### src/rtl/wo_clk_div.sv
module wo_clk_div #(
  parameter int DIV_W = 6,
  parameter int PRE_W = 3
) (
  input  logic       clk,
  input  logic       rst_n,
  input  logic [1:0] addr,
  input  logic       wr_en,
  input  logic [7:0] wdata,
  output logic [7:0] rdata,
  output logic       tick
);
  localparam logic [1:0] CTRL_ADDR = 2'd0;
  localparam logic [PRE_W-1:0] PRE_LAST = {PRE_W{1'b1}};

  logic             loaded;
  logic             pre_en;
  logic [DIV_W-1:0] div_sel;
  logic [DIV_W-1:0] div_cnt;
  logic [PRE_W-1:0] pre_cnt;
  logic             tick_q;

  wire ctrl_wr  = wr_en && (addr == CTRL_ADDR);
  wire pre_wrap = !pre_en || (pre_cnt == PRE_LAST);
  wire div_wrap = (div_cnt == div_sel);

  always_ff @(posedge clk) begin
    if (!rst_n) begin
      loaded  <= 1'b0;
      pre_en  <= 1'b0;
      div_sel <= '0;
      div_cnt <= '0;
      pre_cnt <= '0;
      tick_q  <= 1'b0;
    end else begin
      if (ctrl_wr && !loaded) begin
        loaded  <= 1'b1;
        pre_en  <= wdata[6];
        div_sel <= wdata[DIV_W-1:0];
        pre_cnt <= '0;
        div_cnt <= '0;
      end else if (loaded) begin
        if (pre_en) pre_cnt <= pre_cnt + 1'b1;
        if (pre_wrap) div_cnt <= div_wrap ? '0 : div_cnt + 1'b1;
      end
      tick_q <= loaded && pre_wrap && div_wrap;
    end
  end

  always_comb begin
    rdata = 8'h00;
    if (addr == CTRL_ADDR) begin
      rdata[7] = loaded;
      rdata[6] = pre_en;
      rdata[DIV_W-1:0] = div_sel;
    end
  end

  assign tick = tick_q;

  p_no_tick_unloaded_r8: assert property (@(posedge clk) disable iff (!rst_n)
    !loaded |-> !tick);
  p_flag_sticky_r2: assert property (@(posedge clk) disable iff (!rst_n)
    loaded |=> loaded);
  p_settings_lock_r3: assert property (@(posedge clk) disable iff (!rst_n)
    loaded |=> ($stable(div_sel) && $stable(pre_en)));
  p_div_in_range_r5: assert property (@(posedge clk) disable iff (!rst_n)
    div_cnt <= div_sel);
  p_pre_idle_r5: assert property (@(posedge clk) disable iff (!rst_n)
    !pre_en |-> (pre_cnt == '0));
  p_single_pulse_r7: assert property (@(posedge clk) disable iff (!rst_n)
    (tick && (pre_en || div_sel != '0)) |=> !tick);
  p_reserved_nowrite_r9: assert property (@(posedge clk) disable iff (!rst_n)
    (wr_en && addr != CTRL_ADDR && !loaded) |=> !loaded);
endmodule

### config.mk
export PLATFORM = sky130hd
export DESIGN_NAME = wo_clk_div
export DESIGN_NICKNAME = d
export VERILOG_FILES = /design/src/rtl/wo_clk_div.sv
export SDC_FILE = /design/constraint.sdc
export NUM_CORES = 1
export LEC_CHECK = 0
export BUFFER_PORTS_ARGS = -buffer_cell sky130_fd_sc_hd__buf_2
export CAP_MARGIN = 0
export CORE_AREA = 2 2 48 50
export DETAILED_ROUTE_END_ITERATION = 16
export DIE_AREA = 0 0 50 52
export PLACE_DENSITY = 0.7
export RECOVER_POWER = 25
export SYNTH_ARGS = -nofsm -noshare
export SYNTH_HDL_FRONTEND = slang
export SYNTH_SLANG_ARGS = --single-unit
### constraint.sdc
create_clock -name clk -period 1.9 [get_ports clk]
set_input_delay 0.19 -clock clk [delete_from_list [all_inputs] [get_ports clk]]
set_output_delay 0.19 -clock clk [all_outputs]
set_load 0.03 [all_outputs]
==> key figures, run 1 <==
Detailed routing
  – DR pass1 iterations: 3
  – Antenna-violating nets left: 0
  – Avg WL per Cell: ~11 um
  – WL final: 1720 um
  – Via/cell ratio: 4.83
  – Initial DRC count: 8
  – Post-route DRC: 0
  – DR vias: 730

Finish
  – Final #Nets: 140
  – # diodes: 0
  – Fin util: a little under 50%
  – Share of layout cells above drive strength 1: 24.4%
  – P&R area growth vs syn: 19.2%

STA
  – Clock Skews: 2.59 ps
  – Setup TNS: 0 ps
  – RSZ-0062 raised after global routing: no
  – Fin. max-slew vios: 0
  – Fmax: 0.635 GHz
  – Slew HR: between 60% and 70%
  – Final Hold Fails: 0
  – Least-Margin Pin Slew: 455 ps
  – Final period util: between 80% and 90%
  – Min cycle time layout: 1580 ps
  – Setup violators final: 0

Critical path
  – Worst EP required: roughly 2100 ps
  – Setup CP Type: reg2reg
  – Critical Path Sink Type: flop
  – Worst EP arrival: 1760 ps
  – Max Fanout on Critical Path: 6
  – Critical Path Start Type: flop

Global route
  – M2 GR Usage: 29.2%
  – Largest net degree at the start of global routing: 11
  – Global Route Usage Sum: between 15 and 20%
  – Global-route wire length before repair: 3120 um
  – Met3 GRT Util: roughly 5.7%
  – Vias in the first global route: 730
  – Most used routing layer: met2
  – GRT overflow: 0
  – Initial antenna violation count: 0
  – Met1 GRT Util: 16.6%

Logic synthesis
  – Cell variety after synth: 21
  – Synth area leaders: dfxtp_1 41%, nand2_1 8.6%, and2_1 6.5%, a21oi_1 6.3%, xnor2_1 6.0%
  – Top-area cell type share of the netlist area: 41.3%
  – Ys async rst share: 0%
  – Post-synthesis average cell area: 8.81 sq um
  – Syn. warnings: 0
  – Post-synth top area cell: dfxtp_1
  – Mapped cell area: 872 sq um
  – Synth Flop Type: dfxtp_1
  – Flops & latches, synth: 18
  – Post-synth EDFFs: 0
  – Sequential share of the synthesized area: 41.3%
  – Mapped Cells: 99
  – Syn Nets: between 100 and 150

Clock network
  – CTS tree: yes
  – Resize count post-CTS: 0
  – Total CTS buffers: 3
  – CTS root buffer: clkbuf_4
  – Clk buf depth: 2
  – Number of buffers inserted by hold repair at cts: 0
  – Post-CTS setup buffer count: 0
  – Clk slew on worst S/H paths: 100 ps
  – Clock Latency Late Sink: ~300 ps
  – H-Tree Level Count: 1
  – Clk sinks: 18

Power and ir drop
  – Peak VDD IR: 0.000431 V
  – Leak pwr: approximately 0.43 nW
  – Pwr dens: 679 mW/mm^2

Die
  – FP Rows: 17
  – Initial Utilization: 41.4%
  – Width of the die: 50 um
  – Core area: 0.00211 sq mm
  – Chip height: 52 um
  – Num ports: 22
  – Die Footprint: 0.00260 sq mm

Place
  – Placer's final routability congestion estimate: 0.743
  – IO Port Bufs: 20
  – Post-detail-place hpwl: 1340 um

Run
  – Maxcap violations: 0

Min path
  – Hold WC Path Type: in2reg

Outcome
  – Status: complete, no violations
-- through the flow --
step	instance area [sq um]	instances	power [W]	hold slack, ps	setup WS, ps
final	1040	151	0.000706	120	325
after global routing	1040	151	0.000742	119	190
after CTS	1050	151	0.000713	114	314
after detailed placement	1010	147	0.000480	437	332
after global placement	1010	147	0.000477	431	372
after floorplan	872	99	0.000450	326	528
-- synth_stat cells, types with 3 or more instances --
master / n
nand2_1: 20
nand4_1: 3
dfxtp_1: 18
nand3_1: 5
xor2_1: 6
a21oi_1: 11
xnor2_1: 6
nor2_1: 7
and2_1: 9
ha_1: 3
-- state kept, by name (all words and copies together), names as in the netlist --
| signal | flops |
|---|---|
| div_cnt | 6 |
| div_sel | 6 |
| loaded | 1 |
| pre_cnt | 3 |
| pre_en | 1 |
| tick | 1 |
-- layer usage --
| layer | part of all wire, % | up-vias |
|---|---|---|
| met1 | 44 | 328 |
| met2 | 48 | 16 |
| met5 | 0 | - |
| met4 | 2.3 | 0 |
| li1 | - | 381 |
| met3 | 5.5 | 5 |
-- logic make-up after synthesis --
kind of cell / count (synthesis) / share of synthesized area (%)
AO/OA/AOI/OAI: 12 / 9.33
XOR/XNOR: 12 / 12.1
adder cells (fa/ha/maj): 3 / 4.30
buffers and inverters: 2 / 1.00
flip-flops: 18 / 41.3
AND/OR/NAND/NOR: 52 / 32.0
-- power by group --
part	switching, W	internal [W]
registers	0.00000897	0.000385
logic	0.0000457	0.0000298
clock network	0.000119	0.000117
-- critical path: stages (launching register included) --
cell	delay [ps]
dfxtp_1	370
ha_1	160
ha_1	140
nand2b_2	180
nand2_2	120
o311ai_4	400
nor2_1	100
-- final cells by class --
type | count | area, sq um
repair buffers | 21 | 105
clock buffers | 4 | 36.3
inverters | 1 | 3.75
well taps | 28 | 35.0
multi-input cells | 79 | 499
fillers | 201 | 1070
flip-flops and latches | 18 | 360
-- final timing paths --
check                           from                      end  slack (ps)  cells past startpoint
max          pre_cnt[0]$_SDFFE_PP0P_  div_cnt[5]$_SDFFE_PP0P_         320                      6
min                         wdata[6]      pre_en$_SDFFE_PN0P_         120                      3
max reg2reg  pre_cnt[0]$_SDFFE_PP0P_  div_cnt[5]$_SDFFE_PP0P_         320                      6
min reg2reg  pre_cnt[2]$_SDFFE_PP0P_  pre_cnt[2]$_SDFFE_PP0P_         480                      2
-- cells in the final DEF (no fill, tap or decap) --
cell      instances
a21oi_1          11
buf_2            18
nor4b_4           1
nand2b_2          1
nand2_2           1
dfxtp_1          18
o311ai_4          1
nand4_1           3
clkbuf_1          2
clkbuf_4          3
xnor2_1           6
nor4_1            1
xor2_1            6
nand2_1          20
nand3_1           5
and2_2            1
clkbuf_8          1
and2_1            9
nand3b_1          1
ha_1              3
nor2_2            1
nor2_1            7
buf_4             1
clkinv_1          1
and3_2            1
(Power assumes the default switching activity.)
==> inputs of run 2 (changes only) <==
clock period = 1.45 ns   (was 1.9 ns; I/O delays follow)
==> run 2 against run 1 <==
Against the previous run:
- largest cell class unchanged
- count of clock-buffer cells in the layout down 1
- core utilization increased by 3.0 points
- sequential power rose by 31%
- global-route usage increased by 0.92 points
- setup slack lost 280 ps
- combinational power rose by 44%
- clock power is 6% higher
- via count rose by 3.2%
- cell count up 2.0%
- critical path depth unchanged
- critical path type unchanged
- die area unchanged
- flip-flop and latch count is the same
==> key figures, run 2 (synthesis results as in run 1) <==
Outcome
  – Status: complete, no violations

Clock network
  – H-Tree Level Count: 1
  – Clk slew on worst S/H paths: 90 ps
  – Clk sinks: 18
  – CTS tree: yes
  – Clk buf depth: 2
  – CTS root buffer: clkbuf_4
  – Clock Latency Late Sink: 300 ps
  – Total CTS buffers: 3

Critical path
  – Worst EP required: 1630 ps
  – Critical path startpoint: pre_cnt[0]$_SDFFE_PP0P_
  – Max Fanout on Critical Path: 6
  – Setup CP Type: reg2reg
  – Worst EP arrival: approximately 1600 ps
  – Worst R2R Start: pre_cnt[0]$_SDFFE_PP0P_
  – Critical Path Start Type: flop
  – Critical Path Sink Type: flop

Die
  – Initial Utilization: 41.4%
  – Width of the die: 50 um
  – Die Footprint: between 0.002 and 0.003 sq mm
  – Chip height: around 52 um
  – FP Rows: 17
  – Num ports: 22
  – Core area: 0.00211 sq mm

STA
  – Final period util: 97.0%
  – Clock Skews: 3.39 ps
  – Setup violators final: 0
  – Setup TNS: 0 ps
  – Fin. max-slew vios: 0
  – Least-Margin Pin Slew: about 430 ps
  – Setup WS post-layout: 43.1 ps
  – Fmax: 0.711 GHz
  – Final Hold Fails: 0
  – Slew HR: 71.1%
  – RSZ-0062 raised after global routing: yes
  – Min cycle time layout: 1410 ps

Detailed routing
  – Antenna-violating nets left: 0
  – Via/cell ratio: 4.89
  – WL final: 1930 um
  – Post-route DRC: 0
  – Met2 WL: 978 um
  – Wire length on met3: between 60 and 70 um
  – Uppermost layer routed: met4
  – DR vias: 753
  – Wl on met1: 843 um
  – Avg WL per Cell: around 13 um
  – Initial DRC count: 10
  – DR pass1 iterations: 4

Finish
  – Most frequent cells in the layout: 20 x nand2_1, 20 x buf_2, 14 x dfxtp_1
  – Top flop regs: div_cnt: 6 flops, div_sel: 6 flops, pre_cnt: 3 flops
  – # diodes: 0
  – Final #Nets: around 140
  – Share of layout cells above drive strength 1: 33.3%
  – P&R area growth vs syn: 26.4%
  – Non-Filler Instances: 154

Power and ir drop
  – Pwr dens: around 790 mW/mm^2
  – Leak pwr: around 0.45 nW
  – Peak VDD IR: 0.000466 V

Place
  – Placer's final routability congestion estimate: 0.690
  – Placed Instances: 150
  – IO Port Bufs: 20
  – Post-detail-place hpwl: about 1400 um
  – Post-Place Setup Slack: -123 ps

Global route
  – Vias in the first global route: around 770
  – Initial antenna violation count: 0
  – Global Route Usage Sum: between 10% and 20%
  – Largest net degree at the start of global routing: 10
  – GRT overflow: 0
  – Global-route wire length before repair: 3340 um

Run
  – Maxcap violations: 0

Min path
  – Hold WC Path Type: in2reg
  – Hold path startpoint: wdata[5]
[run 2: changes by cell type in the layout (fill, tap and decap cells not counted), sizes merged]
cell / previous run / this run
clkbuf: 6 / 3
buf: 19 / 25
[run 2: where the power goes]
part / switching [W] / internal, W / leakage [nW]
Clock: 0.000153 / 0.0000969 / 0.0138
Sequential: 0.0000127 / 0.000505 / 0.148
Combinational: 0.0000630 / 0.0000456 / 0.284
Total: 0.000228 / 0.000648 / 0.446
[run 2: area by class of cell]
| type | count | area [sq um] |
|---|---|---|
| Clock buffer | 3 | 22.5 |
| Fill cell | 208 | 1000 |
| Inverter | 1 | 3.75 |
| Multi-Input combinational cell | 79 | 538 |
| Sequential cell | 18 | 365 |
| Tap cell | 28 | 35.0 |
| Timing Repair Buffer | 25 | 138 |
[run 2: worst max-delay path, cell delays in order, from the launching register on]
cell and delay, ps:
dfxtp_2 370, ha_4 150, ha_4 120, nand2b_4 160
nand2_4 70, o311ai_4 340, nor2_1 90
[run 2: final timing paths]
kind                                   to  slack [ps]  cells after the start
setup / recovery  div_cnt[5]$_SDFFE_PP0P_          40                      6
hold / removal    div_sel[5]$_SDFFE_PN0P_          70                      3
setup reg to reg  div_cnt[5]$_SDFFE_PP0P_          40                      6
hold reg to reg   div_sel[5]$_SDFFE_PN0P_         490                      2
[run 2: metrics by stage]
stage	power [W]	utilization [%]	area, sq um	hold WS [ps]
after floorplan	0.000590	-	872	281
after detailed placement	0.000633	49.0	1030	391
after global placement	0.000628	49.0	1030	386
after global routing	0.000921	52.3	1100	83.7
after CTS	0.000877	51.8	1090	73.8
final	0.000876	52.3	1100	75.0
[run 2: timing repair]
action,CTS,global route
pin swaps,5,1
setup endpoints to repair,6,8
hold buffers,0,0
setup buffers,1,0
gates resized for setup,7,3
[run 2: per-layer routing]
layer	track usage (%)	up-vias
met5	0	-
met4	9.72	0
met3	2.59	5
met2	30.3	18
met1	19.8	341
li1	-	389
